--- src/rtl/pcic_pkg.sv ---
package pcic_pkg;
  localparam logic [11:0] OFS_COUNT   = 12'h000;
  localparam logic [11:0] OFS_INDEX   = 12'h004;
  localparam logic [11:0] OFS_CLEAR   = 12'h008;
  localparam logic [11:0] OFS_DISABLE = 12'h00C;
  localparam logic [11:0] OFS_ENABLE  = 12'h010;

  typedef enum logic [1:0] {
    RD_NONE  = 2'd0,
    RD_COUNT = 2'd1,
    RD_INDEX = 2'd2,
    RD_ZERO  = 2'd3
  } rdSel_e;

  typedef struct packed {
    logic   clearAll;
    logic   enableStb;
    logic   disableStb;
    rdSel_e rdSel;
  } ctlStb_t;
endpackage

--- src/rtl/pcic_ctrl.sv ---
module pcic_ctrl
  import pcic_pkg::*;
#(
  parameter int NUM_SRC = 32,
  parameter int ADDR_W  = 12,
  parameter int DATA_W  = 32,
  localparam int IDX_W  = $clog2(NUM_SRC)
) (
  input  logic              busValid,
  input  logic              busWrite,
  input  logic [ADDR_W-1:0] busAddr,
  input  logic [DATA_W-1:0] busWdata,
  output ctlStb_t           stb,
  output logic [IDX_W-1:0]  selIdx
);
  logic idxOk;
  logic isWrite;
  logic isRead;

  assign idxOk   = busWdata < DATA_W'(NUM_SRC);
  assign isWrite = busValid && busWrite;
  assign isRead  = busValid && !busWrite;
  assign selIdx  = busWdata[IDX_W-1:0];

  always_comb begin
    stb = '{clearAll: 1'b0, enableStb: 1'b0, disableStb: 1'b0, rdSel: RD_NONE};
    if (isWrite) begin
      if (busAddr == ADDR_W'(OFS_CLEAR)) begin
        stb.clearAll = 1'b1;
      end else if (busAddr == ADDR_W'(OFS_DISABLE)) begin
        stb.disableStb = idxOk;
      end else if (busAddr == ADDR_W'(OFS_ENABLE)) begin
        stb.enableStb = idxOk;
      end
    end else if (isRead) begin
      if (busAddr == ADDR_W'(OFS_COUNT)) begin
        stb.rdSel = RD_COUNT;
      end else if (busAddr == ADDR_W'(OFS_INDEX)) begin
        stb.rdSel = RD_INDEX;
      end else begin
        stb.rdSel = RD_ZERO;
      end
    end
  end
endmodule

--- src/rtl/pcic_datapath.sv ---
module pcic_datapath
  import pcic_pkg::*;
#(
  parameter int NUM_SRC = 32,
  parameter int DATA_W  = 32,
  localparam int IDX_W  = $clog2(NUM_SRC),
  localparam int CNT_W  = $clog2(NUM_SRC + 1)
) (
  input  logic               clk,
  input  logic               rstN,
  input  logic [NUM_SRC-1:0] srcIn,
  input  logic [NUM_SRC-1:0] fiqMaskCfg,
  input  ctlStb_t            stb,
  input  logic [IDX_W-1:0]   selIdx,
  output logic [DATA_W-1:0]  rdData,
  output logic               irqOut,
  output logic               fiqOut,
  output logic [NUM_SRC-1:0] levelQ,
  output logic [NUM_SRC-1:0] irqEnQ
);
  logic [NUM_SRC-1:0] prevIn;
  logic [NUM_SRC-1:0] fiqEnQ;
  logic [CNT_W-1:0]   countQ;
  logic [NUM_SRC-1:0] levelNext;
  logic [NUM_SRC-1:0] enNext;
  logic [NUM_SRC-1:0] selMask;
  logic [NUM_SRC-1:0] pendVec;
  logic [CNT_W-1:0]   countNext;
  logic [IDX_W-1:0]   lowIdx;
  logic [DATA_W-1:0]  rdNext;

  // per-source level latch: rise sets, fall clears, clear-all drops the old value
  for (genvar g = 0; g < NUM_SRC; g++) begin : gLevel
    logic riseBit;
    logic fallBit;
    logic baseBit;
    assign riseBit      = srcIn[g] && !prevIn[g];
    assign fallBit      = !srcIn[g] && prevIn[g];
    assign baseBit      = stb.clearAll ? 1'b0 : levelQ[g];
    assign levelNext[g] = (baseBit || riseBit) && !fallBit;
  end

  assign selMask = NUM_SRC'(1) << selIdx;

  always_comb begin
    enNext = irqEnQ;
    if (stb.enableStb) begin
      enNext = irqEnQ | selMask;
    end else if (stb.disableStb) begin
      enNext = irqEnQ & ~selMask;
    end
  end

  always_comb begin
    logic [NUM_SRC-1:0] nextPend;
    nextPend  = levelNext & enNext;
    countNext = '0;
    for (int i = 0; i < NUM_SRC; i++) begin
      countNext = countNext + CNT_W'(nextPend[i]);
    end
  end

  assign pendVec = levelQ & irqEnQ;

  always_comb begin
    lowIdx = '0;
    for (int i = NUM_SRC - 1; i >= 0; i--) begin
      if (pendVec[i]) lowIdx = IDX_W'(i);
    end
  end

  always_comb begin
    case (stb.rdSel)
      RD_COUNT: rdNext = DATA_W'(countQ);
      RD_INDEX: rdNext = DATA_W'(lowIdx);
      default:  rdNext = '0;
    endcase
  end

  always_ff @(posedge clk or negedge rstN) begin
    if (!rstN) begin
      prevIn <= '0;
      levelQ <= '0;
      irqEnQ <= '0;
      fiqEnQ <= '0;
      countQ <= '0;
      rdData <= '0;
    end else begin
      prevIn <= srcIn;
      levelQ <= levelNext;
      irqEnQ <= enNext;
      fiqEnQ <= fiqMaskCfg;
      countQ <= countNext;
      rdData <= rdNext;
    end
  end

  assign irqOut = |pendVec;
  assign fiqOut = |(levelQ & fiqEnQ);
endmodule

--- src/rtl/pend_count_intc.sv ---
module pend_count_intc
  import pcic_pkg::*;
#(
  parameter int NUM_SRC = 32,
  parameter int ADDR_W  = 12,
  parameter int DATA_W  = 32
) (
  input  logic               clk,
  input  logic               rstN,
  input  logic [NUM_SRC-1:0] srcIn,
  input  logic [NUM_SRC-1:0] fiqMaskCfg,
  input  logic               busValid,
  input  logic               busWrite,
  input  logic [ADDR_W-1:0]  busAddr,
  input  logic [DATA_W-1:0]  busWdata,
  output logic [DATA_W-1:0]  busRdata,
  output logic               irqOut,
  output logic               fiqOut
);
  localparam int IDX_W = $clog2(NUM_SRC);

  ctlStb_t            stb;
  logic [IDX_W-1:0]   selIdx;
  logic [NUM_SRC-1:0] levelQ;
  logic [NUM_SRC-1:0] irqEnQ;

  pcic_ctrl #(.NUM_SRC(NUM_SRC), .ADDR_W(ADDR_W), .DATA_W(DATA_W)) uCtrl (
    .busValid(busValid),
    .busWrite(busWrite),
    .busAddr (busAddr),
    .busWdata(busWdata),
    .stb     (stb),
    .selIdx  (selIdx)
  );

  pcic_datapath #(.NUM_SRC(NUM_SRC), .DATA_W(DATA_W)) uData (
    .clk       (clk),
    .rstN      (rstN),
    .srcIn     (srcIn),
    .fiqMaskCfg(fiqMaskCfg),
    .stb       (stb),
    .selIdx    (selIdx),
    .rdData    (busRdata),
    .irqOut    (irqOut),
    .fiqOut    (fiqOut),
    .levelQ    (levelQ),
    .irqEnQ    (irqEnQ)
  );
endmodule

--- config.mk ---
export PLATFORM = sky130hd
export DESIGN_NAME = pend_count_intc
export DESIGN_NICKNAME = d
export VERILOG_FILES = /design/src/rtl/pcic_pkg.sv /design/src/rtl/pcic_ctrl.sv /design/src/rtl/pcic_datapath.sv /design/src/rtl/pend_count_intc.sv
export SDC_FILE = /design/constraint.sdc
export NUM_CORES = 1
export LEC_CHECK = 0
export ABC_CLOCK_PERIOD_IN_PS = 9300
export BUFFER_PORTS_ARGS = -buffer_cell sky130_fd_sc_hd__buf_2
export CAP_MARGIN = 20
export CORE_UTILIZATION = 59
export DETAILED_ROUTE_END_ITERATION = 16
export PLACE_DENSITY_LB_ADDON = 0.2
export SYNTH_ARGS = -nofsm -noshare
export SYNTH_HDL_FRONTEND = slang
export SYNTH_HIERARCHICAL = 1
export SYNTH_SLANG_ARGS = --single-unit
export TNS_END_PERCENT = 20
--- constraint.sdc ---
create_clock -name clk -period 9.3 [get_ports clk]
set_clock_uncertainty 0.15 [all_clocks]
set_input_delay 0.465 -clock clk [delete_from_list [all_inputs] [get_ports clk]]
set_output_delay 0.465 -clock clk [all_outputs]
set_load 0.02 [all_outputs]
**Word level (Yosys, flattened, before mapping)**

Cells that the tools add are included.

- Multiplexer cells: 77
- Shift operators: 1
- Bitwise operators: 6
- Equality and inequality tests: 6
- Reductions and logical operators: 230
- Add/subtract/negate cells: 31
- Order comparisons: 1

Operator list:

| operator | count |
|---|---|
| $add 6x1->6 | 30 |
| $mux 5 | 32 |
| $and 32x32->32 | 4 |
| $logic_and 1x1->1 | 98 |
| $logic_not 1->1 | 97 |
| $mux 32 | 2 |
| $reduce_or 32->1 | 2 |
| $mux 1 | 37 |
| $logic_or 1x1->1 | 32 |
| $lt 32x6->1 const B | 1 |
| $not 32->32 | 1 |
| $or 32x32->32 | 1 |
| $shl 1x5->32 const A | 1 |
| $eq 12x4->1 const B | 2 |
| $eq 12x3->1 const B | 1 |
| $eq 12x5->1 const B | 1 |
| $logic_not 12->1 | 1 |
| $pmux 6 s2 | 1 |
| $mux 2 | 4 |
| $mux 3 | 1 |
| $add 1x1->2 | 1 |
| $eq 2x1->1 const B | 1 |
| $eq 2x2->1 const B | 1 |

- Output and inout port bits: 34
- Logic and storage cells: 358
- Register bits after elaboration: 140
- Bits of input ports: 112

**Depth between registers and ports, before layout**

Gate-level depths: netlist of run 1.

- Depth after elaboration: 40
- Mapped depth: 24
- Gate-level depth less buffers: 23

**Cells and area by module**

Netlist of run 1, hierarchy kept.

Modules (own cells, without submodules):

| module | sequential area each (um^2) | cells an instance | instances | area an instance (um^2) |
|---|---|---|---|---|
| pcic_datapath | 3503.4 | 585 | 1 | 6538.8 |
| pcic_ctrl | 0.0 | 31 | 1 | 205.2 |

**Least setup slack after synthesis of run 1**

OpenSTA, ideal clock, no wires.

- Path type: input to register
- Start: in busAddr[9]
- End: reg uData.countQ[4]
- Buffers on the path: 1
- Required time: 9.027 ns
- Arrival time: 6.432 ns
- Library setup time: 0.123 ns
- Path slack: 2.596 ns
- Cell stages on the path: 22
- Cell sequence: or4_4 > nor4_4 > and4_1 > buf_2 > nor2b_1 > maj3_1 > and2_1 > fa_1 > inv_1 > fa_1 > fa_1 > fa_1 > fa_1 > inv_1 > fa_1 > ha_1 > inv_1 > fa_1 > inv_1 > a21o_1 > a21oi_1 > xnor2_1

RTL lines:

| element | line | source |
|---|---|---|
| from (decl) | pend_count_intc.sv:14 | `input logic [ADDR_W-1:0] busAddr,` |
| to (signal assigned) | pcic_datapath.sv:93 | `countQ <= countNext;` |
| to (decl) | pcic_datapath.sv:23 | `logic [CNT_W-1:0] countQ;` |

==> summary.txt, run 1 <==
largest net degree at the start of global routing = 77
Syn Inst Count = 616
unrepaired setup endpoints after global routing = no
NetSw = 0.3708 mW
WL final = 19160 um
number of max-cap violations = 0
vias in the first global route = 5454
total grt overflow = 0
1st-iter DRT viols = 459
Required @ worst endpoint = 9.47 ns
detailed route wirelength on metal2 = 9010 um
crit path max fanout = 32
crit start category = input pin
Final Hold Vio Count = 0
count of flip-flops with a built-in enable after synthesis = 0
Area Growth Syn to Fin = 22.49%
detailed-route via count = 5284
synth unique cells = 52
Clk pwr share = 44.0%
VDD IR max = 0.1867 mV
setup TNS = 0 ns
crit-path most repeated cell = fa_1
Tmin final = 6.883 ns
top layer in use = met4
port bufs = 119
#FFs+latches synth = 140
Die X = 108.9 um
syn_area_per_cell = 10.95 um2
DRC errors left = 0
Initial DRT Pass Iterations = 5
most frequent cells in the layout = dfrtp_1 (140), buf_2 (118), nand2_1 (67)
endpoints failing setup = 0
HP Start = srcIn[6]
Top Ports = 146
sw frac = 26.42%
Worst Max-Slew Pin Slew = 0.9350 ns
sequential share of the synthesized area = 51.95%
Max Root-Sink Buffers = 2
met3 WL = 1541 um
total power = 1.403 mW
final-layout fill cell count = 732
post_cts resized = 0
Initial Util = 61.40%
Num CTS Buffers = 17
Hold Crit Class = in2reg
wire length on met1 = 7968 um
DPL Wire Length = 13870 um
worst endpoint data arrival time = 7.05 ns
Std-Cell Rows = 38
status = finished, final reports clean
clk root buf = clkbuf_16
ys flop type = dfrtp_1
global-route wire length before repair = 29550 um
Syn. warnings = 6
Die Y = 108.9 um
H-tree Lvls = 4
combinational fraction of design power = 8.5%
Peak Freq = 145.3 MHz
kind of critical path = in2reg
max_slew headroom = 37.67%
Die ar. = 11860 um2
layout cells sized above 1 = 20.48%
ANT cells = 0
vias per cell = 5.676
Routed Antenna Nets = 0
Async SR Flop Fraction = 100.0%
max-slew violations = 0
worst-path cell chain = buf_2 -> or4_4 -> nor4_4 -> and4_1 -> buf_4 -> nor2b_1 -> maj3_1 -> and2_1 -> fa_1 -> inv_1 -> fa_1 -> fa_1 -> fa_1 -> fa_1 -> inv_1 -> fa_1 -> ha_1 -> inv_1 -> fa_1 -> inv_1 -> a21o_1 -> a21oi_1 -> xnor2_1
Int Pwr = 1.033 mW
Reg-to-Reg Start = uData/levelQ[5]
LEAKAGE = 3.950 nW
CP endpoint kind = register
crit-path max cell delay = 0.56 ns
Skew-Pair Late Insertion Delay = 0.42 ns
initial antenna violation count = 1
fin crit share = 74.01%
Seq pwr share = 47.4%
gpl congestion = 0.9910
Worst-path clk slew = 0.06 ns
PwrDens = 169.9 nW/um2
GRT Total Usage = 35.36%
clock sinks = 140
commonest non-fill, non-tap cell in the layout = dfrtp_1
routed wire length per instance = 20.58 um
core area = 10980 um2
Critical path origin = busAddr[9]
nets = 923
synthesized cell area = 6744 um2
CP max-delay cell = or4_4
CTS tree = built
[area by class of cell]
| type | count | area, um2 | share of cell area, % |
|---|---|---|---|
| clock buffer | 17 | 425.4 | 5.150 |
| clock inverter | 15 | 116.4 | 1.409 |
| inverter | 58 | 217.7 | 2.636 |
| multi-input combinational | 404 | 2845 | 34.44 |
| sequential | 140 | 3503 | 42.41 |
| tap | 140 | 175.2 | 2.121 |
| timing repair buffer | 157 | 977.2 | 11.83 |
[stage by stage]
step	hold WS [ns]	cell area [um2]	cells	setup WS [ns]	util, %
final	0.004758	8260	931	2.417	75.21
after floorplan	0.01941	6838	641	2.596	-
after CTS	0.0001510	8260	931	2.452	75.21
after detailed placement	0.2968	7358	863	2.014	67.00
after global placement	0.2879	7358	863	2.123	67.00
after global routing	0.0008936	8260	931	2.086	75.21
[path summary, 6_finish.rpt]
check / cells past startpoint / slack (ns) / end
setup / recovery: 23 / 2.42 / uData/countQ[4]
hold / removal: 1 / 0.005 / uData/prevIn[6]
setup reg to reg: 18 / 3.54 / uData/countQ[4]
hold reg to reg: 1 / 0.31 / uData/rdData[5]
max in group asynchronous: 3 / 7.22 / uData/fiqEnQ[21]
min in group asynchronous: 2 / 0.45 / uData/rdData[0]
[cell families (layout without fill, tap and decap cells)]
group | after synthesis | in the layout | synth area share (%)
DFF | 140 | 140 | 51.95
adders and majority gates | 65 | 65 | 13.54
AOI/OAI and AO/OA | 130 | 130 | 12.45
and+or+nand+nor | 180 | 180 | 14.36
buffers and inverters | 97 | 247 | 7.254
other | 1 | 26 | 0.05561
xor gates and xnor gates | 3 | 3 | 0.3897
[repair_timing]
item | 4_1_cts | 5_1_grt
hold buffers | 36 | 0
hold endpoints to repair | 99 | 0
buffers inserted | 0 | 0
[synthesized netlist by cell type (3+ instances only)]
library cell	number	area share, %
and2_1	15	1.4
a32o_1	3	0.45
maj3_1	32	4.7
xnor2_1	3	0.39
fa_1	24	7.1
dfrtp_1	140	52
a21oi_1	7	0.52
nor2b_1	36	3.3
nand2_1	67	3.7
nand3_1	15	1.1
o21ai_1	42	3.1
and2b_1	4	0.45
a22oi_1	25	2.8
nor2_1	9	0.50
nand2b_1	3	0.28
a21o_1	4	0.45
nor4_1	6	0.56
and4_1	3	0.39
buf_4	31	3.5
nand4_1	8	0.74
buf_2	7	0.52
a31oi_1	4	0.37
inv_1	58	3.2
o21ai_0	22	1.6
a22o_1	6	0.78
ha_1	9	1.7
[flip-flops by register name (all words and copies together), names as in the netlist]
| register | count |
|---|---|
| uData/countQ | 6 |
| uData/rdData | 6 |
| uData/levelQ | 32 |
| uData/fiqEnQ | 32 |
| uData/prevIn | 32 |
| uData/irqEnQ | 32 |
[worst max-delay path: cells and delay by family]
kind	cells	cell delay (ns)
adder cells (fa/ha/maj)	9	4.16
AND/OR/NAND/NOR	5	1.41
buffers and inverters	6	0.71
AO/OA/AOI/OAI	2	0.17
XOR/XNOR	1	0.13
[metal layers]
layer	vias up	GRT usage [%]
met2	255	53.95
met4	0	17.08
met5	-	0
met1	2601	47.06
met3	38	9.384
li1	2390	-
[power groups by stage]
stage | sequential [mW] | combinational, mW | clock [mW]
2_1_floorplan | 0.661 | 0.0628 | 0
3_5_place_dp | 0.675 | 0.105 | 0
3_3_place_gp | 0.674 | 0.102 | 0
6_report | 0.666 | 0.120 | 0.618
5_1_grt | 0.667 | 0.132 | 0.652
4_1_cts | 0.664 | 0.118 | 0.626
Note: power is estimated with default switching activity, not from simulation.
==> run 2, diff against run 1 <==
ABC_AREA = 1   (was unset)
ABC_CLOCK_PERIOD_IN_PS = 7200   (was 9300)
CORE_UTILIZATION = 55   (was 59)
clock period = 7.2 ns   (was 9.3 ns; I/O delays follow)
==> summary.txt, run 2 <==
status = finished, final reports clean
worst setup margin = 0.8318 ns (-1.586 ns)
Skew-Pair Late Insertion Delay = 0.43 ns (about the same)
kind of critical path = in2reg
GRT Total Usage = 29.24% (-6.1 points)
syn_area_per_cell = 8.892 um2 (-19%)
Initial DRT Pass Iterations = 5 (unchanged)
area of the multi-input gates = 2945 um2 (+3.5%)
endpoints failing setup = 0 (unchanged)
Syn. warnings = 6 (unchanged)
Worst Hold End = uData/irqEnQ[26]
Die Y = 114.7 um (+5.3%)
Reg-to-Reg Start = uData/prevIn[7]
r2r setup slk = 1.75 ns (-1.79 ns)
fin crit share = 88.45%
Top Ports = 146 (unchanged)
Max Root-Sink Buffers = 2 (unchanged)
LEAKAGE = 4.663 nW (+18%)
post-placement setup slack = 0.4818 ns (-1.532 ns)
WL final = 17820 um (-7.0%)
crit start category = input pin
largest net degree at the start of global routing = 75 (-2.6%)
RR Endpoint = uData/countQ[4]
#FFs+latches synth = 140 (unchanged)
post_cts resized = 0 (unchanged)
clock sinks = 140 (unchanged)
Tmin final = 6.368 ns
gpl congestion = 0.8764 (-12%)
detailed-route via count = 5935 (+12%)
PwrDens = 218.3 nW/um2 (+29%)
synthesized cell area = 6989 um2 (+3.6%)
Initial Util = 57.23% (-4.2 points)
CP endpoint kind = register
Num CTS Buffers = 17 (unchanged)
Std-Cell Rows = 40 (+5.3%)
final core occ = 72.99% (-2.2 points)
hold depth = 4 (+3)
vias per cell = 5.143 (-9.4%)
core area = 12210 um2 (+11%)
Peak Freq = 157.0 MHz
max-slew violations = 0 (unchanged)
sequential share of the synthesized area = 50.13% (-1.8 points)
nets = 1117 (+21%)
synth unique cells = 38 (-27%)
DPL Wire Length = 12600 um (-9.2%)
total grt overflow = 0 (unchanged)
vias in the first global route = 6001 (+10%)
Syn Inst Count = 786 (+28%)
hold slack final = 0.1857 ns (+0.1810 ns)
routed wire length per instance = 15.44 um (-25%)
count of flip-flops with a built-in enable after synthesis = 0 (unchanged)
Hold Crit Class = in2reg
Async SR Flop Fraction = 100.0% (unchanged)
HP Start = busWdata[0]
Worst R2R Path Depth = 15 (-3)
DRC errors left = 0 (unchanged)
CTS tree = built
commonest non-fill, non-tap cell in the layout = nand2_1
worst endpoint data arrival time = 6.56 ns (-0.49 ns)
unrepaired setup endpoints after global routing = no
Routed Antenna Nets = 0 (unchanged)
Die ar. = 13160 um2 (+11%)
Die X = 114.7 um (+5.3%)
register cell area after layout = 3503 um2 (unchanged)
Final Hold Vio Count = 0 (unchanged)
number of max-cap violations = 0 (unchanged)
initial antenna violation count = 0 (-1)
post-CTS setup buffer count = 0 (unchanged)
post-synth top area share = 50.13% (-1.8 points)
ys flop type = dfrtp_1
top cells by count, synth = nand2_1 (195), dfrtp_1 (140), inv_1 (84)
crit path max fanout = 28 (-13%)
H-tree Lvls = 4 (unchanged)
global-route wire length before repair = 28490 um (-3.6%)
setup TNS = 0 ns (unchanged)
Required @ worst endpoint = 7.39 ns (-2.08 ns)
VDD IR max = 0.2242 mV (+20%)
Worst Max-Slew Pin Slew = 0.9480 ns (+0.01298 ns)
largest cells by area after synthesis = dfrtp_1 (50%), nand2_1 (10%), fa_1 (6.9%)
max_slew headroom = 36.31% (-1.4 points)
biggest area consumer among synthesized cells = dfrtp_1
most frequent cells in the layout = nand2_1 (195), dfrtp_1 (140), buf_2 (118)
layout cells sized above 1 = 18.17% (-2.3 points)
final-layout fill cell count = 903 (+23%)
CTS Hold Bufs = 65 (+81%)
most numerous cell in the Yosys netlist = nand2_1
Worst-path clk slew = 0.06 ns (about the same)
1st-iter DRT viols = 343 (-25%)
port bufs = 119 (unchanged)
Area Growth Syn to Fin = 27.53%
clk root buf = clkbuf_16
[run 2: cell types whose count changed in the layout (fill, tap and decap cells not counted), sizes merged, moves of 5 or more]
cell | previous run | this run
a21boi | 0 | 13
a221oi | 1 | 6
a22oi | 25 | 0
and2 | 15 | 4
dlygate4sd3 | 36 | 65
inv | 62 | 94
maj3 | 32 | 0
nand2 | 68 | 207
nand3 | 15 | 39
nand4 | 8 | 18
nor2 | 9 | 70
nor2b | 37 | 0
nor4 | 7 | 0
o21ai | 64 | 79
[run 2: cell families after synthesis]
family / share of synthesized area [%]
AOI/OAI and AO/OA: 10.63
xor gates and xnor gates: 0.3760
adders and majority gates: 8.486
buffers and inverters: 9.076
DFF: 50.13
other: 0.05365
and+or+nand+nor: 21.25
[run 2: metal layers]
layer	GRT usage (%)	part of all wire, %	vias up	routed length [um]
met3	6.168	5.0	25	884
met2	51.11	51	176	9146
met1	35.93	42	2877	7441
li1	-	-	2857	-
met4	10.82	1.9	0	346
met5	0	0	-	0
[run 2: worst max-delay path: stages]
cell and delay (ns):
buf_2 0.09, inv_1 0.06, nand2_1 0.05, nor2_1 0.09, nand2_1 0.06, nor2_1 0.15, nand3_2 0.08, nor2_1 0.45
inv_2 0.38, o21ai_1 0.28, a21boi_1 0.13, fa_1 0.58, inv_1 0.07, fa_1 0.57, fa_1 0.46, fa_1 0.52
fa_1 0.54, inv_1 0.06, fa_1 0.53, ha_1 0.14, inv_1 0.06, fa_1 0.40, o21ai_0 0.24, xor2_1 0.19
[run 2: worst max path at each step]
stage                 start               to  cells past startpoint
2_1_floorplan    busAddr[7]  uData/countQ[4]                     22
3_3_place_gp   busWdata[30]  uData/countQ[4]                     24
3_5_place_dp   busWdata[27]  uData/countQ[4]                     24
4_1_cts        busWdata[27]  uData/countQ[4]                     24
5_1_grt        busWdata[27]  uData/countQ[4]                     24
6_report       busWdata[27]  uData/countQ[4]                     24
[run 2: through the flow]
step | cell area [um2] | instances | total power, mW
after floorplan | 7083 | 811 | 0.9482
after global placement | 7640 | 1056 | 1.007
after detailed placement | 7640 | 1056 | 1.013
after CTS | 8911 | 1153 | 1.964
after global routing | 8911 | 1153 | 2.014
final | 8914 | 1154 | 1.946
[run 2: cell type report]
type | count | area share, %
clock inverters | 14 | 2.148
diodes | 1 | 0.02807
inverters | 91 | 3.832
flip-flops and latches | 140 | 39.30
multi-input cells | 533 | 33.04
clock buffers | 18 | 4.815
repair buffers | 189 | 14.47
well taps | 168 | 2.358
[run 2: power by group]
group | internal (mW) | switching (mW) | leakage [nW]
sequential | 0.826 | 0.0280 | 1.72
combinational | 0.0767 | 0.0979 | 2.65
clock | 0.580 | 0.338 | 0.293
total | 1.48 | 0.464 | 4.66
